[config.mk]
export PLATFORM = sky130hd
export DESIGN_NAME = cal_bcd_clock
export DESIGN_NICKNAME = d
export VERILOG_FILES = /design/src/rtl/cal_pkg.sv /design/src/rtl/cal_bcd_step.sv /design/src/rtl/cal_month_len.sv /design/src/rtl/cal_bcd_clock.sv
export SDC_FILE = /design/constraint.sdc
export NUM_CORES = 1
export LEC_CHECK = 0
export ABC_AREA = 1
export BUFFER_PORTS_ARGS = -buffer_cell sky130_fd_sc_hd__buf_2
export CAP_MARGIN = 10
export CORE_MARGIN = 1
export CORE_UTILIZATION = 25
export CTS_BUF_LIST = sky130_fd_sc_hd__clkbuf_8
export DETAILED_ROUTE_END_ITERATION = 16
export MAX_ROUTING_LAYER = met4
export REMOVE_ABC_BUFFERS = 1
export SYNTH_ARGS = -nofsm -noshare
export SYNTH_HDL_FRONTEND = slang
export SYNTH_SLANG_ARGS = --single-unit
export TNS_END_PERCENT = 100
[constraint.sdc]
create_clock -name clk -period 2 [get_ports clk]
set_input_delay 0.4 -clock clk [delete_from_list [all_inputs] [get_ports clk]]
set_output_delay 0.4 -clock clk [all_outputs]
set_load 0.03 [all_outputs]
[src/rtl/cal_pkg.sv]
// Shared layout of the calendar vector and the state record.
// Assumes all loaded fields hold valid BCD; bits outside the fields are dropped.
package cal_pkg;

    localparam int FIELD_BYTES = 7;
    localparam int VEC_W       = FIELD_BYTES * 8;

    // BCD limits of the fixed-range fields
    localparam logic [7:0] SEC_LAST  = 8'h59;
    localparam logic [7:0] MIN_LAST  = 8'h59;
    localparam logic [7:0] HR_LAST   = 8'h23;
    localparam logic [7:0] MON_LAST  = 8'h12;
    localparam logic [7:0] YEAR_LAST = 8'h99;
    localparam int         DOW_W     = 3;
    localparam int         DOW_LAST  = 7;

    typedef struct packed {
        logic             stop;
        logic [6:0]       sec;
        logic [6:0]       min;
        logic [5:0]       hr;
        logic [DOW_W-1:0] dow;
        logic             cent;
        logic             cent_en;
        logic [5:0]       date;
        logic [4:0]       mon;
        logic [7:0]       year;
    } cal_state_t;

    // Vector to record; reserved bit positions are discarded.
    function automatic cal_state_t unpack_vec(input logic [VEC_W-1:0] v);
        cal_state_t s;
        s.stop    = v[7];
        s.sec     = v[6:0];
        s.min     = v[14:8];
        s.hr      = v[21:16];
        s.dow     = v[26:24];
        s.cent    = v[28];
        s.cent_en = v[29];
        s.date    = v[37:32];
        s.mon     = v[44:40];
        s.year    = v[55:48];
        return s;
    endfunction

    // Record to vector; reserved bit positions read as zero.
    function automatic logic [VEC_W-1:0] pack_vec(input cal_state_t s);
        logic [VEC_W-1:0] v;
        v        = '0;
        v[7]     = s.stop;
        v[6:0]   = s.sec;
        v[14:8]  = s.min;
        v[21:16] = s.hr;
        v[26:24] = s.dow;
        v[28]    = s.cent;
        v[29]    = s.cent_en;
        v[37:32] = s.date;
        v[44:40] = s.mon;
        v[55:48] = s.year;
        return v;
    endfunction

endpackage

[src/rtl/cal_bcd_step.sv]
// One field's next-value stage: holds, counts up, or wraps to FIRST when at
// or above LAST. Fields wider than 4 bits count in two-digit BCD; narrower
// fields count in plain binary (values below ten). Combinational only.
module cal_bcd_step #(
    parameter int           W     = 8,
    parameter logic [W-1:0] FIRST = '0
) (
    input  logic [W-1:0] cur,
    input  logic [W-1:0] last,
    input  logic         adv,
    output logic [W-1:0] nxt,
    output logic         wrap
);
    logic         at_end;
    logic [W-1:0] inc;

    // Reaching the limit decides between wrapping and counting
    assign at_end = (cur >= last);
    assign wrap   = adv & at_end;

    generate
        if (W > 4) begin : g_bcd
            localparam int HI_W = W - 4;
            logic       lo_nine;
            // Units digit rolls 9 -> 0 and carries into the tens digit
            always_comb begin
                lo_nine = (cur[3:0] == 4'd9);
                inc[3:0]   = lo_nine ? 4'd0 : cur[3:0] + 4'd1;
                inc[W-1:4] = cur[W-1:4] + HI_W'(lo_nine);
            end
        end else begin : g_bin
            // Single digit below ten: plain binary increment
            assign inc = cur + W'(1);
        end
    endgenerate

    // Select hold, wrap or increment
    always_comb begin
        if (!adv)        nxt = cur;
        else if (at_end) nxt = FIRST;
        else             nxt = inc;
    end
endmodule

[src/rtl/cal_month_len.sv]
// Last valid date of a month, in BCD, worked out from the month and from the
// two year bits that decide divisibility by 4.
// Assumes month is a valid BCD value 01..12.
module cal_month_len (
    input  logic [4:0] mon,
    input  logic       yr_tens_odd,
    input  logic [1:0] yr_units_low,
    output logic [5:0] last_date
);
    logic [1:0] mod4;
    logic       leap;

    // 10*t + u is divisible by 4 exactly when 2*t + u is
    assign mod4 = yr_units_low + {yr_tens_odd, 1'b0};
    assign leap = (mod4 == 2'd0);

    // Month-length table by BCD month code
    always_comb begin
        unique case (mon)
            5'h02:                      last_date = leap ? 6'h29 : 6'h28;
            5'h04, 5'h06, 5'h09, 5'h11: last_date = 6'h30;
            default:                    last_date = 6'h31;
        endcase
    end
endmodule

[src/rtl/cal_bcd_clock.sv]
// Top of the BCD calendar counter. Holds all fields in one register record,
// advances on a tick unless halted or loading, and rolls carries through
// every field in one cycle. Assumes tick is a single-cycle pulse.
module cal_bcd_clock
    import cal_pkg::*;
#(
    parameter bit STOP_AT_RESET = 1'b0
) (
    input  logic             clk,
    input  logic             rst_n,
    input  logic             tick,
    input  logic             load,
    input  logic [VEC_W-1:0] load_val,
    output logic [VEC_W-1:0] time_q
);
    cal_state_t st, st_nxt, ld;
    logic       advance;
    logic       c_sec, c_min, c_hr, c_date, c_mon, c_year, c_dow;
    logic [6:0] sec_n, min_n;
    logic [5:0] hr_n, date_n, date_last;
    logic [4:0] mon_n;
    logic [7:0] year_n;
    logic [DOW_W-1:0] dow_n;

    assign ld      = unpack_vec(load_val);
    // A tick counts only when running and not overridden by a load
    assign advance = tick & ~load & ~st.stop;

    cal_bcd_step #(.W(7), .FIRST(7'h00)) u_sec (
        .cur(st.sec), .last(SEC_LAST[6:0]), .adv(advance), .nxt(sec_n), .wrap(c_sec));
    cal_bcd_step #(.W(7), .FIRST(7'h00)) u_min (
        .cur(st.min), .last(MIN_LAST[6:0]), .adv(c_sec), .nxt(min_n), .wrap(c_min));
    cal_bcd_step #(.W(6), .FIRST(6'h00)) u_hr (
        .cur(st.hr), .last(HR_LAST[5:0]), .adv(c_min), .nxt(hr_n), .wrap(c_hr));
    cal_bcd_step #(.W(DOW_W), .FIRST(DOW_W'(1))) u_dow (
        .cur(st.dow), .last(DOW_W'(DOW_LAST)), .adv(c_hr), .nxt(dow_n), .wrap(c_dow));
    cal_month_len u_mlen (
        .mon(st.mon), .yr_tens_odd(st.year[4]), .yr_units_low(st.year[1:0]),
        .last_date(date_last));
    cal_bcd_step #(.W(6), .FIRST(6'h01)) u_date (
        .cur(st.date), .last(date_last), .adv(c_hr), .nxt(date_n), .wrap(c_date));
    cal_bcd_step #(.W(5), .FIRST(5'h01)) u_mon (
        .cur(st.mon), .last(MON_LAST[4:0]), .adv(c_date), .nxt(mon_n), .wrap(c_mon));
    cal_bcd_step #(.W(8), .FIRST(8'h00)) u_year (
        .cur(st.year), .last(YEAR_LAST), .adv(c_mon), .nxt(year_n), .wrap(c_year));

    // Gather the per-field next values; century flips only when enabled
    always_comb begin
        st_nxt      = st;
        st_nxt.sec  = sec_n;
        st_nxt.min  = min_n;
        st_nxt.hr   = hr_n;
        st_nxt.dow  = dow_n;
        st_nxt.date = date_n;
        st_nxt.mon  = mon_n;
        st_nxt.year = year_n;
        st_nxt.cent = st.cent ^ (c_year & st.cent_en);
    end

    // State register: reset, then load over advance
    always_ff @(posedge clk) begin
        if (!rst_n) begin
            st         <= '0;
            st.stop    <= STOP_AT_RESET;
            st.dow     <= DOW_W'(1);
            st.date    <= 6'h01;
            st.mon     <= 5'h01;
        end else if (load) begin
            st <= ld;
        end else begin
            st <= st_nxt;
        end
    end

    assign time_q = pack_vec(st);

    AST_LOAD_WINS: assert property (@(posedge clk) disable iff (!rst_n)
        load |=> time_q == pack_vec(unpack_vec($past(load_val))));
    AST_HALT_FREEZE: assert property (@(posedge clk) disable iff (!rst_n)
        (!load && st.stop) |=> $stable(time_q));
    AST_IDLE_HOLD: assert property (@(posedge clk) disable iff (!rst_n)
        (!load && !tick) |=> $stable(time_q));
    AST_CENT_HOLD: assert property (@(posedge clk) disable iff (!rst_n)
        (!load && !st.cent_en) |=> $stable(st.cent));
    AST_SEC_CARRY: assert property (@(posedge clk) disable iff (!rst_n)
        (advance && st.sec == 7'h59) |=> (st.sec == 7'h00 && st.min != $past(st.min)));
    AST_DOW_NONZERO: assert property (@(posedge clk) disable iff (!rst_n)
        (!load && st.dow != '0) |=> st.dow != '0);
endmodule

==> results of run 1 <==
## power breakdown
group / leakage (nW) / switching [mW] / internal (mW)
Clock: 0.0681 / 0.360 / 0.497
Combinational: 1.69 / 0.431 / 0.262
Sequential: 0.373 / 0.0699 / 0.952
Total: 2.14 / 0.861 / 1.71
## worst max-delay path, delay by kind of cell (launching register included)
kind | cells | cell delay (ns)
adder cells (fa/ha/maj) | 1 | 0.29
flip-flops | 1 | 0.35
AND/OR/NAND/NOR | 10 | 0.88
AO/OA/AOI/OAI | 2 | 0.17
buffers and inverters | 3 | 0.33
## how the worst max path moves through the flow
stage | startpoint | to | slack [ns] | depth (start not counted)
global route | time_q[42] | time_q[50] | -0.27 | 16
global placement | time_q[42] | time_q[50] | -0.17 | 15
CTS | time_q[40] | time_q[54] | -0.11 | 16
floorplan | time_q[41] | time_q[32] | -0.38 | 13
detailed placement | time_q[40] | time_q[54] | -0.25 | 16
finish | time_q[42] | time_q[55] | -0.13 | 16
## layout make-up
type                            count  area, µm²
Clock buffer                        5       68.8
Tap cell                          168        210
Fill cell                        1370       7900
Inverter                           46        175
Timing Repair Buffer              135        801
Antenna cell                        1       2.50
Sequential cell                    45        911
Clock inverter                      3       65.1
Multi-Input combinational cell    355       2070
## cell usage after synthesis (all sizes together) (2+ instances only)
library cell | n | area (µm²)
ha | 21 | 263
dfxtp | 45 | 901
o211ai | 2 | 15.0
xnor2 | 3 | 26.3
inv | 46 | 173
nor2 | 47 | 224
o21ai | 17 | 85.1
a31oi | 20 | 125
buf | 18 | 131
nand3 | 45 | 280
a22oi | 3 | 22.5
xor2 | 10 | 87.6
nor4 | 3 | 18.8
nand2 | 121 | 482
nor3 | 5 | 25.0
a21oi | 24 | 120
o31ai | 5 | 37.5
nand4 | 10 | 62.6
a21boi | 2 | 18.8
a2bb2oi | 2 | 17.5
clkbuf | 7 | 26.3
## layout by cell type (no fill, tap or decap), types with 3 or more instances in the layout
cell      instances
nand2_1         114
buf_2            93
dfxtp_1          41
nand3_1          39
buf_4            39
inv_1            36
nor2_1           36
a21oi_1          22
a31oi_1          20
ha_1             20
o21ai_0          15
conb_1           11
nand4_1          10
xor2_1           10
inv_2             9
nor2_4            8
clkbuf_8          5
nand2_2           4
nand3_4           4
nor3_1            4
o31ai_1           4
nor4_1            3
a22oi_1           3
nand2_4           3
xnor2_1           3
## routing by layer
layer  track usage, %  vias to the layer above
li1                 -                     1769
met1             17.9                     1609
met2             26.2                      105
met3             2.70                       13
met4             4.33                        0
met5                -                        -
## per-stage QoR
stage / TNS, ns / worst slack, ns / hold WS [ns] / power, mW / std cells
CTS: -0.707 / -0.114 / 0.299 / 2.58 / 755
finish: -1.01 / -0.126 / 0.304 / 2.57 / 758
global route: -3.27 / -0.271 / 0.302 / 2.71 / 758
global placement: -1.95 / -0.172 / 0.454 / 1.67 / 740
detailed placement: -3.35 / -0.246 / 0.466 / 1.68 / 740
floorplan: -6.55 / -0.379 / 0.499 / 1.42 / 446
## cells by family after synthesis
group	count (synthesis)	synth area share (%)
XOR/XNOR	13	3.59
AND/OR/NAND/NOR	232	34.6
buffers and inverters	71	10.4
AO/OA/AOI/OAI	78	14.6
adder cells (fa/ha/maj)	21	8.28
other	1	0.118
flip-flops	45	28.4
## timing repair
action                                 in CTS  in global routing
setup endpoints to repair                  20                 20
cloned                                      0                  0
setup buffers                               7                  2
endpoints found under the hold margin       0                  0
pin swaps                                   8                 11
gates resized for setup                    21                 21
==> out/metrics.yaml, run 1 <==
post_route_cells_drive_above_1_share_pct: 32.1
fmax_mhz: 470
dieHeight_um: 115
hp-start: "load_val[29]"
num_rows: 40
routed_wirelength_mm: 9.57
fp.dieW_um: 115
status: "finished, violations left"
postSynthAreaPerCell_um2: 6.89
timing.setup.critical_path_class: "register to register"
grt_use_total_pct: 15.1
worstPathCellList: "buf_6, inv_4, nand2_2, nor2_4, nor2_4, o31ai_2, a21oi_1, ha_1, nand4_1, nand3_2, buf_6, nand3_4, nand2_4, nand2_1, nand2_1, nor2_1"
worstPathRequired_ns: 2.22
largest_reg_flops: 45
postSynthCellCount: 461
first_global_vias: 3345
timing_max_transition_violations_final: 0
min_path_cells: 3
tritoncts.num_buffers: 5
max_cap_violations: 0
synthesis.area_mm2: 0.00317
path_clk_slew_ns: 0.10
route.antenna.remaining_nets: 0
post_dp_cell_area_mm2: 0.00399
worst_hold_path_type: "input port to register"
hold_viol_final: 0
leakagePower_nw: 2.14
cts.root.buffer_cell: "clkbuf_8"
grt_start_max_net_pins: 26
wl_met1_mm: 4.23
highest_layer: "met4"
yosysSeqAreaShare_pct: 28.4
grt_setup_unrepaired: "yes"
hpwlAfterDp_mm: 7.19
dr.first_iter.drc_count: 191
floorplan.initialDensity_pct: 26.0
clk-insertion-delay-late_ns: 0.32
drt-pass1-iter-count: 4
clock_tree_from_tritoncts: "built"
register_to_register_path_depth: 16
post-route-cell-area_mm2: 0.00431
final-setup-viol-count: 16
design.core.area_mm2: 0.0122
buffer_ports.inserted: 93
fin_nets: 669
cts_buffer_depth: 2
ys_warn_count: 0
smallest_setup_slack_after_layout_ns: -0.126
max_slew_margin_pct: 64.6
ys_seq_elements: 45
cts.sinks: 45
ctsHoldBuffers: 0
synthFlopType: "dfxtp_1"
grt_first_pass_wirelength_mm: 15.5
timing.critical_path.arrival_ns: 2.35
finish.utilization_pct: 35.3
timing.hold.worst_endpoint: "time_q[29]"
slowest_delay_ns: 0.35
fin_worst_skew_ns: 0.00852
setup.worst_path.end_class: "register"
post-route-period-util_pct: 106
post_synth_num_cell_types: 37
detail_route.vias_per_cell: 4.61
violated_checks: "setup timing"
antenna_found_initial: 1
tightest_slew_ns: 0.526
total_grt_overflow: 0
ys_async_sr_fraction_pct: 0
ir_worst_vdd_mv: 0.328
crit_slowest_cell: "dfxtp_2"
power.density_mw_per_mm2: 597
synth-edff-count: 0
via_count: 3496
area_growth_from_synthesis_to_final_layout_pct: 35.7
length_of_routed_met3_wiring_um: 434
fin_crit_ns: 2.13
die-area_mm2: 0.0132
reg2reg_to: "time_q[55]"
worstSetupStartpointType: "register"
detail_route.wl_per_cell_um: 12.6
reg2reg_slack_ns: -0.13
timing.critical_path.fanout_max: 6
wl_met2_mm: 4.76
reg2reg_from: "time_q[42]"
cts_htree_levels: 2
place_congestion: 0.867
drt_drc_violations_left: 0
ioPinCount: 116
(Power assumes the default switching activity.)
==> run 2: changes to the inputs <==
- ABC_AREA: 1 -> default
==> out/metrics.yaml, run 2 <==
cts_htree_levels: 2  # unchanged
final_cell_mix: "buf_2 (93), buf_4 (71), nand2_1 (43), dfxtp_1 (42), nor2_1 (35)"  # was nand2_1 (114), buf_2 (93), dfxtp_1 (41), nand3_1 (39), buf_4 (39)
path_clk_slew_ns: 0.09  # was 0.10 ns
timing.hold.worst_endpoint: "time_q[53]"  # was time_q[29]
cp_num_buf_inv: 1  # was 3
worstSetupStartpointType: "register"  # unchanged
reg2reg_slack_ns: -0.58  # was -0.13 ns
hp-start: "load_val[53]"  # was load_val[29]
die-area_mm2: 0.0133  # was 0.0132 mm²
number_of_standard_cells_in_the_final_layout_excluding_fillers: 729  # was 758
floorplan.initialDensity_pct: 26.1  # was 26.0%
post-route-period-util_pct: 129  # was 106%
dieHeight_um: 115  # about the same
ys_warn_count: 0  # unchanged
netlist_top_cells_area: "dfxtp_1 (28%), ha_1 (8.2%), nand2_1 (5.4%), nand3_1 (4.4%), nor2_1 (4.2%)"  # was dfxtp_1 (28%), nand2_1 (14%), ha_1 (8.3%), nand3_1 (6.3%), inv_1 (5.3%)
grt_use_total_pct: 18.1  # was 15.1%
drt-pass1-iter-count: 4  # unchanged
post-place-cells: 712  # was 740
synth-edff-count: 0  # unchanged
first_global_vias: 3600  # was 3345
leakagePower_nw: 2.13  # was 2.14 nW
ioPinCount: 116  # unchanged
worst_hold_path_type: "input port to register"  # unchanged
synth_top_cell_area_share_pct: 28.2  # was 28.4%
antenna_diode_count: 0  # was 1
reg2reg_from: "time_q[49]"  # was time_q[42]
setup.worst_path.end_class: "register"  # unchanged
worstPathCellList: "xor2_1, o21ai_1, nand2b_1, a32oi_1, ha_1, or4b_4, a22o_4, nand4_4, buf_6, o31ai_2, a32o_1"  # was buf_6, inv_4, nand2_2, nor2_4, nor2_4, o31ai_2, a21oi_1, ha_1, nand4_1, nand3_2, buf_6, nand3_4, nand2_4, nand2_1, nand2_1, nor2_1
clk-insertion-delay-late_ns: 0.31  # was 0.32 ns
detail_route.wl_per_cell_um: 15.7  # was 12.6 µm
grt_first_pass_wirelength_mm: 18.2  # was 15.5 mm
synthFlopType: "dfxtp_1"  # unchanged
timing.critical_path.arrival_ns: 2.78  # was 2.35 ns
routed_wirelength_mm: 11.5  # was 9.57 mm
violated_checks: "setup timing"  # unchanged
filler_cell_count: 1250  # was 1370
finish.utilization_pct: 38.4  # was 35.3%
drt_drc_violations_left: 0  # unchanged
ys_async_sr_fraction_pct: 0  # unchanged
post_dp_cell_area_mm2: 0.00426  # was 0.00399 mm²
synthesis.area_mm2: 0.00320  # was 0.00317 mm²
hpwlAfterDp_mm: 8.84  # was 7.19 mm
slowest_delay_ns: 0.55  # was 0.35 ns
register_to_register_path_depth: 11  # was 16
fin_crit_ns: 2.58  # was 2.13 ns
grt_start_max_net_pins: 27  # was 26
min_path_cells: 3  # unchanged
worstPathRequired_ns: 2.20  # was 2.22 ns
clock_tree_from_tritoncts: "built"  # unchanged
synth.largest_area_cell: "dfxtp_1"  # unchanged
dr.first_iter.drc_count: 148  # was 191
buffer_ports.inserted: 93  # unchanged
cts_buffer_depth: 2  # unchanged
tightest_slew_ns: 0.698  # was 0.526 ns
fp.dieW_um: 115  # about the same
reg2reg_to: "time_q[41]"  # was time_q[55]
post-route-cell-area_mm2: 0.00470  # was 0.00431 mm²
post_synth_num_cell_types: 66  # was 37
fin_nets: 641  # was 669
preCtsSetupSlack_ns: -0.670  # was -0.246 ns
route.antenna.remaining_nets: 0  # unchanged
synth_top_cells_by_count: "nand2_1 (46), dfxtp_1 (45), nor2_1 (36)"  # was nand2_1 (116), dfxtp_1 (45), inv_1 (45)
tritoncts.num_buffers: 5  # unchanged
grt_setup_unrepaired: "yes"  # unchanged
fmax_mhz: 387  # was 470 MHz
ys_seq_elements: 45  # unchanged
status: "finished, violations left"  # unchanged
finalHoldWorstSlack_ns: 0.296  # was 0.304 ns
largest_reg_flops: 45  # unchanged
fin_setup_tns_ns: -9.90  # was -1.01 ns
timing_max_transition_violations_final: 0  # unchanged
synth.most_common_cell: "nand2_1"  # unchanged
power.density_mw_per_mm2: 520  # was 597 mW/mm²
area_growth_from_synthesis_to_final_layout_pct: 47.0  # was 35.7%
final-setup-viol-count: 20  # was 16
design.core.area_mm2: 0.0123  # was 0.0122 mm²
postSynthAreaPerCell_um2: 7.86  # was 6.89 µm²
mostFrequentLayoutCell: "buf_2"  # was nand2_1
antenna_found_initial: 0  # was 1
postSynthCellCount: 407  # was 461
detail_route.vias_per_cell: 5.05  # was 4.61
place_congestion: 0.879  # was 0.867
totalPowerFinal_mw: 2.45  # was 2.57 mW
cts.root.buffer_cell: "clkbuf_8"  # unchanged
yosysSeqAreaShare_pct: 28.2  # was 28.4%
timing.setup.critical_path_class: "register to register"  # unchanged
cts.sinks: 45  # unchanged
post_route_cells_drive_above_1_share_pct: 41.5  # was 32.1%
max_slew_margin_pct: 53.3  # was 64.6%
fin_worst_skew_ns: 0.00560  # was 0.00852 ns
timing.critical_path.fanout_max: 5  # was 6
max_cap_violations: 0  # unchanged
smallest_setup_slack_after_layout_ns: -0.581  # was -0.126 ns
via_count: 3681  # was 3496
critical_path_s_top_delay_family: "compound AO/OA/AOI/OAI gates"  # was simple AND/OR/NAND/NOR gates
hold_viol_final: 0  # unchanged
total_grt_overflow: 0  # unchanged
num_rows: 40  # unchanged
crit_slowest_cell: "or4b_4"  # was dfxtp_2
ir_worst_vdd_mv: 0.248  # was 0.328 mV
[run 2: cell types whose count changed after synthesis, moves of 7 or more]
cell      change
nand2_1      -70
inv_1        -29
clkbuf_1     +13
a21oi_1      -12
nand3_1      -12
a31oi_1      -10
o21ai_0      +10
nor2_1        -7
xor2_1        -7
[run 2: worst max path at each step]
stage,start,endpoint,slack [ns],cells past startpoint
floorplan,time_q[49],time_q[54],-0.79,10
global placement,time_q[49],time_q[41],-0.59,11
detailed placement,time_q[44],time_q[55],-0.67,9
CTS,time_q[49],time_q[41],-0.52,11
global route,time_q[49],time_q[33],-0.71,9
finish,time_q[49],time_q[41],-0.58,11
[run 2: per-layer routing]
metal / vias up / routed length [µm] / global-route usage [%]
met5: - / 0 / -
met4: 0 / 157 / 5.54
met3: 12 / 651 / 2.37
met2: 115 / 5640 / 30.2
met1: 1760 / 5020 / 22.7
li1: 1794 / - / -
[run 2: final cells by class]
class / instances / area [µm²] / share of cell area [%]
Clock buffer: 7 / 96.3 / 2.05
Timing Repair Buffer: 172 / 1100 / 23.3
Inverter: 17 / 67.6 / 1.44
Sequential cell: 45 / 907 / 19.3
Tap cell: 168 / 210 / 4.47
Multi-Input combinational cell: 319 / 2320 / 49.3
Clock inverter: 1 / 5.00 / 0.106
[run 2: where the power goes]
| group | internal (mW) | total [mW] | switching (mW) |
|---|---|---|---|
| clock | 0.313 | 0.640 | 0.327 |
| combinational | 0.313 | 0.791 | 0.478 |
| sequential | 0.955 | 1.01 | 0.0592 |
| total | 1.58 | 2.45 | 0.864 |
[run 2: logic make-up after synthesis]
logic type                 count (synthesis)  synth area share (%)
buffers and inverters                     53                  7.90
xor gates and xnor gates                   6                  1.64
and+or+nand+nor                          166                  26.9
DFF                                       45                  28.2
other                                      1                 0.117
AOI/OAI and AO/OA                        111                  25.8
adders and majority gates                 21                  8.21
muxes                                      4                  1.25
[run 2: worst register-to-register path: cells and delay by family, from the launching register on]
| family | cells | cell delay (ns) |
|---|---|---|
| compound gates | 5 | 0.84 |
| xor+xnor | 1 | 0.15 |
| fa+ha+maj | 1 | 0.26 |
| buf+inv | 1 | 0.13 |
| flops | 1 | 0.33 |
| simple gates | 3 | 0.75 |
[run 2: what timing repair did]
item,4_1_cts,5_1_grt
pin swaps,7,41
hold buffers,0,0
setup buffers,3,7
setup endpoints to repair,25,35
resized for setup,19,42
==> run 3: changes to the inputs <==
--- a/config.mk
+++ b/config.mk
@@ -14,2 +14,3 @@
 export MAX_ROUTING_LAYER = met4
+export PLACE_DENSITY_LB_ADDON = 0.15
 export REMOVE_ABC_BUFFERS = 1
==> constraint.sdc (replaced) <==
create_clock -name clk -period 2 [get_ports clk]
set_input_delay 0.2 -clock clk [delete_from_list [all_inputs] [get_ports clk]]
set_output_delay 0.2 -clock clk [all_outputs]
set_load 0.03 [all_outputs]
==> out/metrics.yaml, run 3 (synthesis results as in run 2) <==
first_global_vias: 3405  # was 3600
route.antenna.remaining_nets: 0  # unchanged
cts_buffer_depth: 2  # unchanged
worst_hold_path_type: "input port to register"  # unchanged
grt_first_pass_wirelength_mm: 17.8  # was 18.2 mm
ctsHoldBuffers: 0  # unchanged
drt-pass1-iter-count: 4  # unchanged
power.density_mw_per_mm2: 527  # was 520 mW/mm²
hpwlAfterDp_mm: 8.75  # was 8.84 mm
floorplan.initialDensity_pct: 26.1  # unchanged
fin_nets: 653  # was 641
grt_use_total_pct: 17.8  # was 18.1%
ir_worst_vdd_mv: 0.366  # was 0.248 mV
reg2reg_slack_ns: -0.58  # about the same
cts.sinks: 45  # unchanged
max_slew_margin_pct: 53.4  # was 53.3%
setup.worst_path.end_class: "register"  # unchanged
max_cap_violations: 0  # unchanged
routed_wirelength_mm: 11.5  # about the same
place_congestion: 0.843  # was 0.879
status: "finished, violations left"  # unchanged
timing.hold.worst_endpoint: "time_q[37]"  # was time_q[53]
grt_start_max_net_pins: 20  # was 27
fp.dieW_um: 115  # unchanged
clk-insertion-delay-late_ns: 0.32  # was 0.31 ns
reg2reg_to: "time_q[33]"  # was time_q[41]
min_path_cells: 3  # unchanged
via_count: 3636  # was 3681
antenna_diode_count: 0  # unchanged
worstPathRequired_ns: 2.24  # was 2.20 ns
detail_route.vias_per_cell: 4.91  # was 5.05
fmax_mhz: 388  # was 387 MHz
final-setup-viol-count: 21  # was 20
num_rows: 40  # unchanged
clock_tree_from_tritoncts: "built"  # unchanged
register_to_register_path_depth: 10  # was 11
design.core.area_mm2: 0.0123  # unchanged
timing.critical_path.arrival_ns: 2.82  # was 2.78 ns
hold_viol_final: 0  # unchanged
timing.critical_path.fanout_max: 3  # was 5
cts.root.buffer_cell: "clkbuf_8"  # unchanged
finalHoldWorstSlack_ns: 0.0870  # was 0.296 ns
detail_route.wl_per_cell_um: 15.6  # was 15.7 µm
dieHeight_um: 115  # unchanged
tritoncts.num_buffers: 5  # unchanged
timing.setup.critical_path_class: "register to register"  # unchanged
preCtsSetupSlack_ns: -0.632  # was -0.670 ns
reg2reg_from: "time_q[49]"  # unchanged
die-area_mm2: 0.0133  # unchanged
antenna_found_initial: 0  # unchanged
timing_max_transition_violations_final: 0  # unchanged
largest_reg_flops: 45  # unchanged
smallest_setup_slack_after_layout_ns: -0.577  # was -0.581 ns
drt_drc_violations_left: 0  # unchanged
final_cell_mix: "buf_2 (93), buf_4 (78), nand2_1 (42), dfxtp_1 (38), nor2_1 (34)"  # was buf_2 (93), buf_4 (71), nand2_1 (43), dfxtp_1 (42), nor2_1 (35)
dr.first_iter.drc_count: 205  # was 148
worstSetupStartpointType: "register"  # unchanged
ioPinCount: 116  # unchanged
leakagePower_nw: 2.21  # was 2.13 nW
filler_cell_count: 1306  # was 1250
cts_htree_levels: 2  # unchanged
post-route-period-util_pct: 129  # about the same
violated_checks: "setup timing"  # unchanged
fin_setup_tns_ns: -9.04  # was -9.90 ns
tightest_slew_ns: 0.694  # was 0.698 ns
area_growth_from_synthesis_to_final_layout_pct: 53.4  # was 47.0%
hp-start: "load_val[37]"  # was load_val[53]
path_clk_slew_ns: 0.09  # about the same
grt_setup_unrepaired: "yes"  # unchanged
post_route_cells_drive_above_1_share_pct: 43.8  # was 41.5%
buffer_ports.inserted: 93  # unchanged
fin_crit_ns: 2.58  # about the same
total_grt_overflow: 0  # unchanged
mostFrequentLayoutCell: "buf_2"  # unchanged
fin_worst_skew_ns: 0.0101  # was 0.00560 ns
[run 3: worst max path at each step]
stage / to / depth (start not counted) / start / slack [ns]
global route: time_q[33] / 10 / time_q[49] / -0.72
floorplan: time_q[54] / 10 / time_q[49] / -0.79
finish: time_q[33] / 10 / time_q[49] / -0.58
global placement: time_q[55] / 9 / time_q[44] / -0.60
detailed placement: time_q[33] / 10 / time_q[49] / -0.63
CTS: time_q[33] / 10 / time_q[49] / -0.59
[run 3: stage by stage]
stage / total power [mW] / util (%) / instance area, µm² / cells
floorplan: 1.44 / - / 3050 / 381
global placement: 1.75 / 35.2 / 4310 / 717
detailed placement: 1.76 / 35.2 / 4310 / 717
CTS: 2.55 / 37.0 / 4530 / 728
global route: 2.73 / 40.0 / 4910 / 741
finish: 2.59 / 40.0 / 4910 / 741
[run 3: critical path: stages, from the launching register on]
cell	delay (ns)
dfxtp_2	0.33
xor2_1	0.15
o21ai_1	0.14
nand2b_1	0.07
a32oi_1	0.15
ha_1	0.25
or4b_4	0.49
a22o_4	0.25
buf_6	0.12
or4_1	0.38
a31oi_1	0.17
[run 3: per-layer routing]
metal	share of wire, %	vias to the layer above	track usage (%)
met3	3.9	6	2.48
li1	-	1822	-
met1	48	1711	23.9
met2	47	97	28.5
met4	0.81	0	3.64
met5	0	-	-
[run 3: final cells by class]
cell class | count | area [µm²] | share of cell area [%]
Inverter | 17 | 67.6 | 1.38
Tap cell | 168 | 210 | 4.28
Sequential cell | 45 | 912 | 18.6
Multi-Input combinational cell | 319 | 2380 | 48.5
Clock inverter | 2 | 37.5 | 0.765
Timing Repair Buffer | 184 | 1220 | 24.8
Clock buffer | 6 | 82.6 | 1.68
[run 3: where the power goes]
group / total [mW] / internal (mW) / switching (mW)
sequential: 1.02 / 0.956 / 0.0642
clock: 0.768 / 0.407 / 0.360
combinational: 0.799 / 0.323 / 0.477
[run 3: repair_timing]
action / in CTS / in global routing
setup endpoints to repair: 22 / 33
resized for setup: 19 / 62
pin swaps: 13 / 31
buffers inserted: 3 / 17
